## src/rtl/tmr3_pkg.sv

```systemverilog
package tmr3_pkg;
  localparam int NCH    = 3;
  localparam int CLK_CH = 1;
  localparam int A_CTL  = 3;
  localparam int A_ACK  = 4;

  typedef enum logic [1:0] {
    ACC_NONE = 2'd0,
    ACC_LO   = 2'd1,
    ACC_HI   = 2'd2,
    ACC_ALT  = 2'd3
  } acc_e;

  function automatic acc_e f_access(input logic [1:0] fld);
    return acc_e'(fld);
  endfunction
endpackage

```

## src/rtl/tmr3_decode.sv

```systemverilog
module tmr3_decode
  import tmr3_pkg::*;
#(
  parameter int ADDR_W = 3
) (
  input  logic              bus_sel,
  input  logic              bus_we,
  input  logic [ADDR_W-1:0] bus_addr,
  input  logic [1:0]        ctl_sel,
  output logic [NCH-1:0]    ctl_wr,
  output logic [NCH-1:0]    div_wr,
  output logic [NCH-1:0]    div_rd,
  output logic              ctl_rd,
  output logic              ack_rd,
  output logic              bad_ctl
);
  logic wr_ctl_addr;
  assign wr_ctl_addr = bus_sel && bus_we && (bus_addr == ADDR_W'(A_CTL));

  for (genvar i = 0; i < NCH; i++) begin : g_ch
    assign div_wr[i] = bus_sel && bus_we && (bus_addr == ADDR_W'(i));
    assign div_rd[i] = bus_sel && !bus_we && (bus_addr == ADDR_W'(i));
    assign ctl_wr[i] = wr_ctl_addr && (ctl_sel == 2'(i));
  end

  assign bad_ctl = wr_ctl_addr && (ctl_sel == 2'd3);
  assign ctl_rd  = bus_sel && !bus_we && (bus_addr == ADDR_W'(A_CTL));
  assign ack_rd  = bus_sel && !bus_we && (bus_addr == ADDR_W'(A_ACK));
endmodule

```

## src/rtl/tmr3_channel.sv

```systemverilog
module tmr3_channel
  import tmr3_pkg::*;
#(
  parameter int BYTE_W     = 8,
  parameter bit FIXED_GATE = 1'b0
) (
  input  logic              clk,
  input  logic              rst_n,
  input  logic              tick,
  input  logic              gate,
  input  logic              force_reload,
  input  logic              ctl_wr,
  input  logic              div_wr,
  input  logic              div_rd,
  input  logic [BYTE_W-1:0] wbyte,
  output logic [BYTE_W-1:0] mode,
  output logic [BYTE_W-1:0] rd_byte,
  output logic              tc_now,
  output logic              tc_pulse,
  output logic              enabled
);
  localparam int CNT_W = 2 * BYTE_W;

  logic [BYTE_W-1:0] mode_q;
  logic [CNT_W-1:0]  div_q, cnt_q, div_new;
  logic              en_q, tog_q, tc_q;
  logic              gate_eff, run, at_end, wr_hi, wr_take, arm;
  acc_e              acc;

  // byte merge: replace one half of the divider
  function automatic logic [CNT_W-1:0] f_merge(input logic [CNT_W-1:0] d,
                                               input logic [BYTE_W-1:0] b,
                                               input logic hi);
    return hi ? {b, d[BYTE_W-1:0]} : {d[CNT_W-1:BYTE_W], b};
  endfunction

  // one count step: from 1 reload, else decrement (0 wraps: period 2^CNT_W)
  function automatic logic [CNT_W-1:0] f_step(input logic [CNT_W-1:0] c,
                                              input logic [CNT_W-1:0] d);
    return (c == CNT_W'(1)) ? d : c - CNT_W'(1);
  endfunction

  function automatic logic [CNT_W-1:0] f_preload(input logic [CNT_W-1:0] d);
    return d - CNT_W'(1);
  endfunction

  assign acc      = f_access(mode_q[5:4]);
  assign gate_eff = FIXED_GATE ? 1'b1 : gate;
  assign run      = en_q && gate_eff;
  assign at_end   = (cnt_q == CNT_W'(1));
  assign wr_hi    = (acc == ACC_HI) || ((acc == ACC_ALT) && tog_q);
  assign wr_take  = div_wr && (acc != ACC_NONE);
  assign arm      = (acc != ACC_ALT) || tog_q;
  assign div_new  = f_merge(div_q, wbyte, wr_hi);
  assign tc_now   = run && tick && !force_reload && at_end && !ctl_wr && !div_wr;

  always_ff @(posedge clk) begin
    if (!rst_n) begin
      mode_q <= '0;
      div_q  <= '0;
      cnt_q  <= '0;
      en_q   <= 1'b0;
      tog_q  <= 1'b0;
      tc_q   <= 1'b0;
    end else begin
      tc_q <= tc_now;
      if (ctl_wr) begin
        mode_q <= wbyte;
        en_q   <= 1'b0;
        tog_q  <= 1'b0;
      end else if (div_wr) begin
        if (wr_take) begin
          div_q <= div_new;
          cnt_q <= div_new;
          if (arm) en_q <= 1'b1;
          if (acc == ACC_ALT) tog_q <= ~tog_q;
        end
      end else begin
        if (div_rd && (acc == ACC_ALT)) tog_q <= ~tog_q;
        if (run && force_reload) cnt_q <= f_preload(div_q);
        else if (run && tick)    cnt_q <= f_step(cnt_q, div_q);
      end
    end
  end

  always_comb begin
    unique case (acc)
      ACC_LO:  rd_byte = cnt_q[BYTE_W-1:0];
      ACC_HI:  rd_byte = cnt_q[CNT_W-1:BYTE_W];
      ACC_ALT: rd_byte = tog_q ? cnt_q[CNT_W-1:BYTE_W] : cnt_q[BYTE_W-1:0];
      default: rd_byte = '0;
    endcase
  end

  assign mode     = mode_q;
  assign tc_pulse = tc_q;
  assign enabled  = en_q;

  // a control write leaves the channel stopped
  p_ctl_disables_r2: assert property (@(posedge clk) disable iff (!rst_n)
    ctl_wr |=> !en_q);
  // the channel only starts on a divider write
  p_enable_from_write_r4: assert property (@(posedge clk) disable iff (!rst_n)
    $rose(en_q) |-> $past(div_wr));
  // the terminal pulse comes with the divider back in the count
  p_reload_at_terminal_r9: assert property (@(posedge clk) disable iff (!rst_n)
    tc_q |-> (cnt_q == div_q));
  // a stopped channel keeps its count
  p_hold_when_stopped_r10: assert property (@(posedge clk) disable iff (!rst_n)
    (!run && !ctl_wr && !div_wr) |=> $stable(cnt_q));
endmodule

```

## src/rtl/tri_interval_timer.sv

```systemverilog
module tri_interval_timer
  import tmr3_pkg::*;
#(
  parameter int BYTE_W = 8,
  parameter int ADDR_W = 3
) (
  input  logic              clk,
  input  logic              rst_n,
  input  logic              tick,
  input  logic              inhibit,
  input  logic              force_reload,
  input  logic [2:0]        gate,
  input  logic              bus_sel,
  input  logic              bus_we,
  input  logic [ADDR_W-1:0] bus_addr,
  input  logic [BYTE_W-1:0] bus_wdata,
  output logic [BYTE_W-1:0] bus_rdata,
  output logic              clk_irq,
  output logic [2:0]        tc_out
);
  logic [NCH-1:0]             ctl_wr, div_wr, div_rd, tc_now, tc_q, ch_en;
  logic                       ctl_rd, ack_rd, bad_ctl, irq_set, irq_q;
  logic [NCH-1:0][BYTE_W-1:0] mode_a, rd_a;
  logic [1:0]                 last_sel_q;
  logic [BYTE_W-1:0]          rd_next, rdata_q;

  tmr3_decode #(.ADDR_W(ADDR_W)) u_dec (
    .bus_sel (bus_sel),
    .bus_we  (bus_we),
    .bus_addr(bus_addr),
    .ctl_sel (bus_wdata[7:6]),
    .ctl_wr  (ctl_wr),
    .div_wr  (div_wr),
    .div_rd  (div_rd),
    .ctl_rd  (ctl_rd),
    .ack_rd  (ack_rd),
    .bad_ctl (bad_ctl)
  );

  for (genvar i = 0; i < NCH; i++) begin : g_chan
    tmr3_channel #(.BYTE_W(BYTE_W), .FIXED_GATE(i == CLK_CH)) u_ch (
      .clk         (clk),
      .rst_n       (rst_n),
      .tick        (tick),
      .gate        (gate[i]),
      .force_reload(force_reload),
      .ctl_wr      (ctl_wr[i]),
      .div_wr      (div_wr[i]),
      .div_rd      (div_rd[i]),
      .wbyte       (bus_wdata),
      .mode        (mode_a[i]),
      .rd_byte     (rd_a[i]),
      .tc_now      (tc_now[i]),
      .tc_pulse    (tc_q[i]),
      .enabled     (ch_en[i])
    );
  end

  // last valid control target, for control-register reads
  always_ff @(posedge clk) begin
    if (!rst_n) last_sel_q <= '0;
    else if (|ctl_wr) last_sel_q <= bus_wdata[7:6];
  end

  always_comb begin
    rd_next = '0;
    for (int i = 0; i < NCH; i++) begin
      if (div_rd[i]) rd_next = rd_a[i];
      if (ctl_rd && (last_sel_q == 2'(i))) rd_next = mode_a[i];
    end
  end

  always_ff @(posedge clk) begin
    if (!rst_n) rdata_q <= '0;
    else if (bus_sel && !bus_we) rdata_q <= rd_next;
  end

  // clock interrupt: set beats acknowledge
  assign irq_set = tc_now[CLK_CH] && !inhibit;
  always_ff @(posedge clk) begin
    if (!rst_n)       irq_q <= 1'b0;
    else if (irq_set) irq_q <= 1'b1;
    else if (ack_rd)  irq_q <= 1'b0;
  end

  assign bus_rdata = rdata_q;
  assign clk_irq   = irq_q;
  assign tc_out    = tc_q;

  // an invalid channel select leaves modes and target untouched
  p_bad_select_ignored_r1: assert property (@(posedge clk) disable iff (!rst_n)
    bad_ctl |=> ($stable(mode_a) && $stable(last_sel_q) && $stable(ch_en)));
  // acknowledge without a competing set clears the flag
  p_ack_clears_r7: assert property (@(posedge clk) disable iff (!rst_n)
    (ack_rd && !irq_set) |=> !clk_irq);
  // a write to the acknowledge address does nothing to the flag
  p_ack_write_harmless_r7: assert property (@(posedge clk) disable iff (!rst_n)
    (bus_sel && bus_we && bus_addr == ADDR_W'(A_ACK) && !irq_set) |=> $stable(clk_irq));
  // the flag rises only while inhibit was low
  p_irq_needs_clear_inhibit_r8: assert property (@(posedge clk) disable iff (!rst_n)
    $rose(clk_irq) |-> !$past(inhibit));
  // the flag rises only when the clock channel was running
  p_irq_needs_enable_r8: assert property (@(posedge clk) disable iff (!rst_n)
    $rose(clk_irq) |-> $past(ch_en[CLK_CH]));
endmodule

```

## config.mk

```make
export PLATFORM = sky130hd
export DESIGN_NAME = tri_interval_timer
export DESIGN_NICKNAME = d
export VERILOG_FILES = /design/src/rtl/tmr3_pkg.sv /design/src/rtl/tmr3_decode.sv /design/src/rtl/tmr3_channel.sv /design/src/rtl/tri_interval_timer.sv
export SDC_FILE = /design/constraint.sdc
export NUM_CORES = 1
export LEC_CHECK = 0
export CORE_MARGIN = 8
export CORE_UTILIZATION = 40
export DETAILED_ROUTE_END_ITERATION = 7
export PLACE_DENSITY_LB_ADDON = 0.2
export SLEW_MARGIN = 20
export SYNTH_ARGS = -nofsm -noshare
export SYNTH_HDL_FRONTEND = slang
export SYNTH_SLANG_ARGS = --single-unit
```

## constraint.sdc

```tcl
create_clock -name clk -period 4.1 [get_ports clk]
set_input_delay 0.82 -clock clk [delete_from_list [all_inputs] [get_ports clk]]
set_output_delay 0.82 -clock clk [all_outputs]
set_load 0.005 [all_outputs]
```

==> results.md <==
* Yosys warnings at 0
* GRT Util Overall at a little under a quarter
* Avg WL per Cell at around 22 um
* Area of the mapped netlist at about 9500 um^2
* Synth cell types at 93
* Share of layout cells above drive strength 1 at between 8 and 9%
* Clock root buffer: clkbuf_16
* Largest net degree at the start of global routing at 47
* Startpoint types: input pin
* Area Growth Syn to Fin at 12.35%
* IO Count at 33
* Slew Viols, Final at 0
* Post-synthesis register bit count at 140
* Fin nets at roughly 1,300
* Crit path buf inv count at 2
* Crit path kind: in -> reg
* Setup bufs post-CTS at 0
* Highest Clock Rate at 0.3124 GHz
* CP max stage delay at 0.79 ns
* Max-cap violations at 0
* Share of Yosys cell area claimed by the top area cell type at 29.56%
* Die Height at around 170 um
* Worst Path Required at 4.47 ns
* Rows at 56
* DR DRC count at 0
* Cells along the critical path: clkdlybuf4s50_1, and4b_1, and4b_1, o31ai_2, buf_4, nor2_1, a41oi_1, o211a_1
* Final Critical Period at 3.201 ns
* ANT cells at 0
* Final Hold Viols at 0
* Post-synth top area cell: dfxtp_1
* Pre-CTS setup slack at 0.5187 ns
* Register area share after synthesis at 29.56%
* HPWL after DPL at 24.31 mm
* Core area at 23,400 um^2
* CP delay by family, top: compound AO/OA/AOI/OAI gates
* Arr. time, crit path at ~3.6 ns
* Initial antenna violation count at 0
* Reg clk slew, reported paths at 0.07 ns
* Final Cycle Share at 78.07%
* Setup Viol. Count Final at 0
* Fillers at 2,413
* Post-cts sizing count at 0
* Pleak at 3.773 nW
* Via count at 10,159
* Syn Inst Count at 1,296
* Gpl congestion at 0.9241
* Seq. cell area at 2803 um^2
* CTS sink cnt at 140
* Slew headroom at between 20 and 30%
* Power consumption at 3.090 mW
* Top FF cell, synth: dfxtp_1
* Syn_area_per_cell at 7.316 um^2
* CP Capture Type: flop
* Post-Syn Nets at 1,326
* H-tree levels at 4
* Global-route wire length before repair at approximately 54 mm
* Port bufs at 31
* Ranking of synthesized cells by area: dfxtp_1, nand2_1, a21oi_1, o21ai_0, nor2_1
* Setup TNS at 0 ns
* Clock buffer depth at 2
* Num CTS Buffers at 17
* Clk Latency, worst-skew pair at around 0.43 ns
* Number of synthesized flops with an enable pin at 0
* Hold-fix buffers, CTS at 0
* Drt pass-1 iters at 6
* RSZ-0062 raised after global routing: false
* Crit-path slowest cell: o31ai_2
* Drt total wl at 34.86 mm
* Max FO, Critical Path at 13
* Run status: finished, final reports clean
* Layout Skew at 0.01536 ns
* Die ar. at 28,890 um^2
* Via/cell ratio at 6.290
* Starting density of the core at between 40% and 50%
* Chip Width at 170.0 um
* CTS tree: built
* Multi-input gate area at 6120 um^2
* Worst-margin pin slew at 1.073 ns
* Worst min path class: reg -> reg
* Asr flop ratio synth at 0%
* CP most frequent cell: and4b_1
* Detailed Route Iter0 Violations at roughly 1,100
* Vias in the first global route at 9,339
* PwrDens at 290.1 nW/um^2
* Post-route ant nets at 0
* VDD IR max at approximately 0.24 mV
* Final WS setup at approximately 0.9 ns
* Hold_ws at between 0.4 and 0.5 ns
* GRT overflow at 0
==> final timing paths <==
kind                      startpoint                 endpoint  slack (ns)  cells past startpoint
max                          bus_sel  g_chan[1].u_ch.cnt_q[8]        0.90                      8
min reg2reg   g_chan[1].u_ch.mode[3]   g_chan[1].u_ch.mode[3]        0.46                      2
min           g_chan[1].u_ch.mode[3]   g_chan[1].u_ch.mode[3]        0.46                      2
max reg2reg  g_chan[2].u_ch.cnt_q[4]  g_chan[2].u_ch.cnt_q[3]        1.33                      6
==> layout by cell type, fill, tap and decap left out, types with 9 or more instances in the layout <==
cell	netlist	layout
a211oi_1	10	10
a21oi_1	115	115
a221oi_1	13	13
a22oi_1	12	12
a31oi_1	17	17
and3_1	10	10
buf_4	5	46
clkbuf_16	0	17
clkdlybuf4s50_1	0	30
dfxtp_1	140	140
ha_1	9	9
inv_1	26	25
mux2i_1	36	36
nand2_1	202	202
nand3_1	54	54
nand4_1	14	14
nor2_1	107	106
nor3_1	44	44
nor4_1	23	23
o211ai_1	24	24
o21ai_0	82	81
o221ai_1	16	16
o31ai_1	11	11
or3_1	15	15
or4_1	15	15
xnor2_1	23	23
xor2_1	19	19
==> per-stage QoR <==
step	utilization [%]	instances	instance area, um^2
finish	45.52	1615	10650
global route	45.52	1615	10650
CTS	45.52	1615	10650
detailed placement	43.03	1583	10070
global placement	43.03	1583	10070
floorplan	-	1296	9482
==> final cells by class <==
class	instances	share of cell area (%)
Clock inverter	13	1.222
Timing Repair Buffer	77	6.108
Tap cell	319	3.747
Sequential cell	140	26.31
Multi-Input combinational cell	1021	57.45
Inverter	26	0.9161
Clock buffer	19	4.252
==> where the power goes <==
group | switching, mW | internal (mW)
clock | 0.685 | 0.882
combinational | 0.113 | 0.0459
sequential | 0.00266 | 1.36
total | 0.800 | 2.29
==> registers in the layout, indices dropped and copies added, names as in the netlist <==
signal	cells
bus_rdata	8
clk_irq	1
g_chan.u_ch.cnt_q	48
g_chan.u_ch.div_q	48
g_chan.u_ch.enabled	3
g_chan.u_ch.mode	24
g_chan.u_ch.tc_pulse	3
g_chan.u_ch.tog_q	3
last_sel_q	2
==> metal layers <==
metal	wire length, um	vias to the layer above	track usage [%]	share of wire [%]
li1	-	4761	-	-
met1	15730	4785	33.62	45
met2	14550	545	35.49	42
met3	3664	68	5.028	11
met4	912	0	8.085	2.6
met5	0	-	0	0
==> worst register-to-register path: stages (launching register included) <==
cell      delay (ns)
dfxtp_1         0.39
nor3_1          0.74
nand4_1         0.53
o211ai_1        0.41
o21ai_0         0.15
a211o_1         0.34
o22ai_1         0.14
==> kinds of logic after synthesis <==
kind of cell               Yosys count  share of synthesized area [%]
and+or+nand+nor                    550                          28.94
muxes                               38                          4.038
AOI/OAI and AO/OA                  382                          26.39
buffers and inverters              135                          6.004
xor gates and xnor gates            42                          3.880
adders and majority gates            9                          1.188
DFF                                140                          29.56
==> Yosys cell counts (9+ instances only) <==
cell type and count:
nor2_1 107, mux2i_1 36, ha_1 9, nand3_1 54, a22oi_1 12, a221oi_1 13
nand2_1 202, o21ai_0 82, and3_1 10, a31oi_1 17, buf_2 18, nor3_1 44
clkbuf_1 80, xor2_1 19, o221ai_1 16, or4_1 15, a21oi_1 115, o211ai_1 24
a211oi_1 10, nor4_1 23, or3_1 15, inv_1 26, nand4_1 14, o31ai_1 11
dfxtp_1 140, xnor2_1 23
Power figures use the tool's default switching activity.
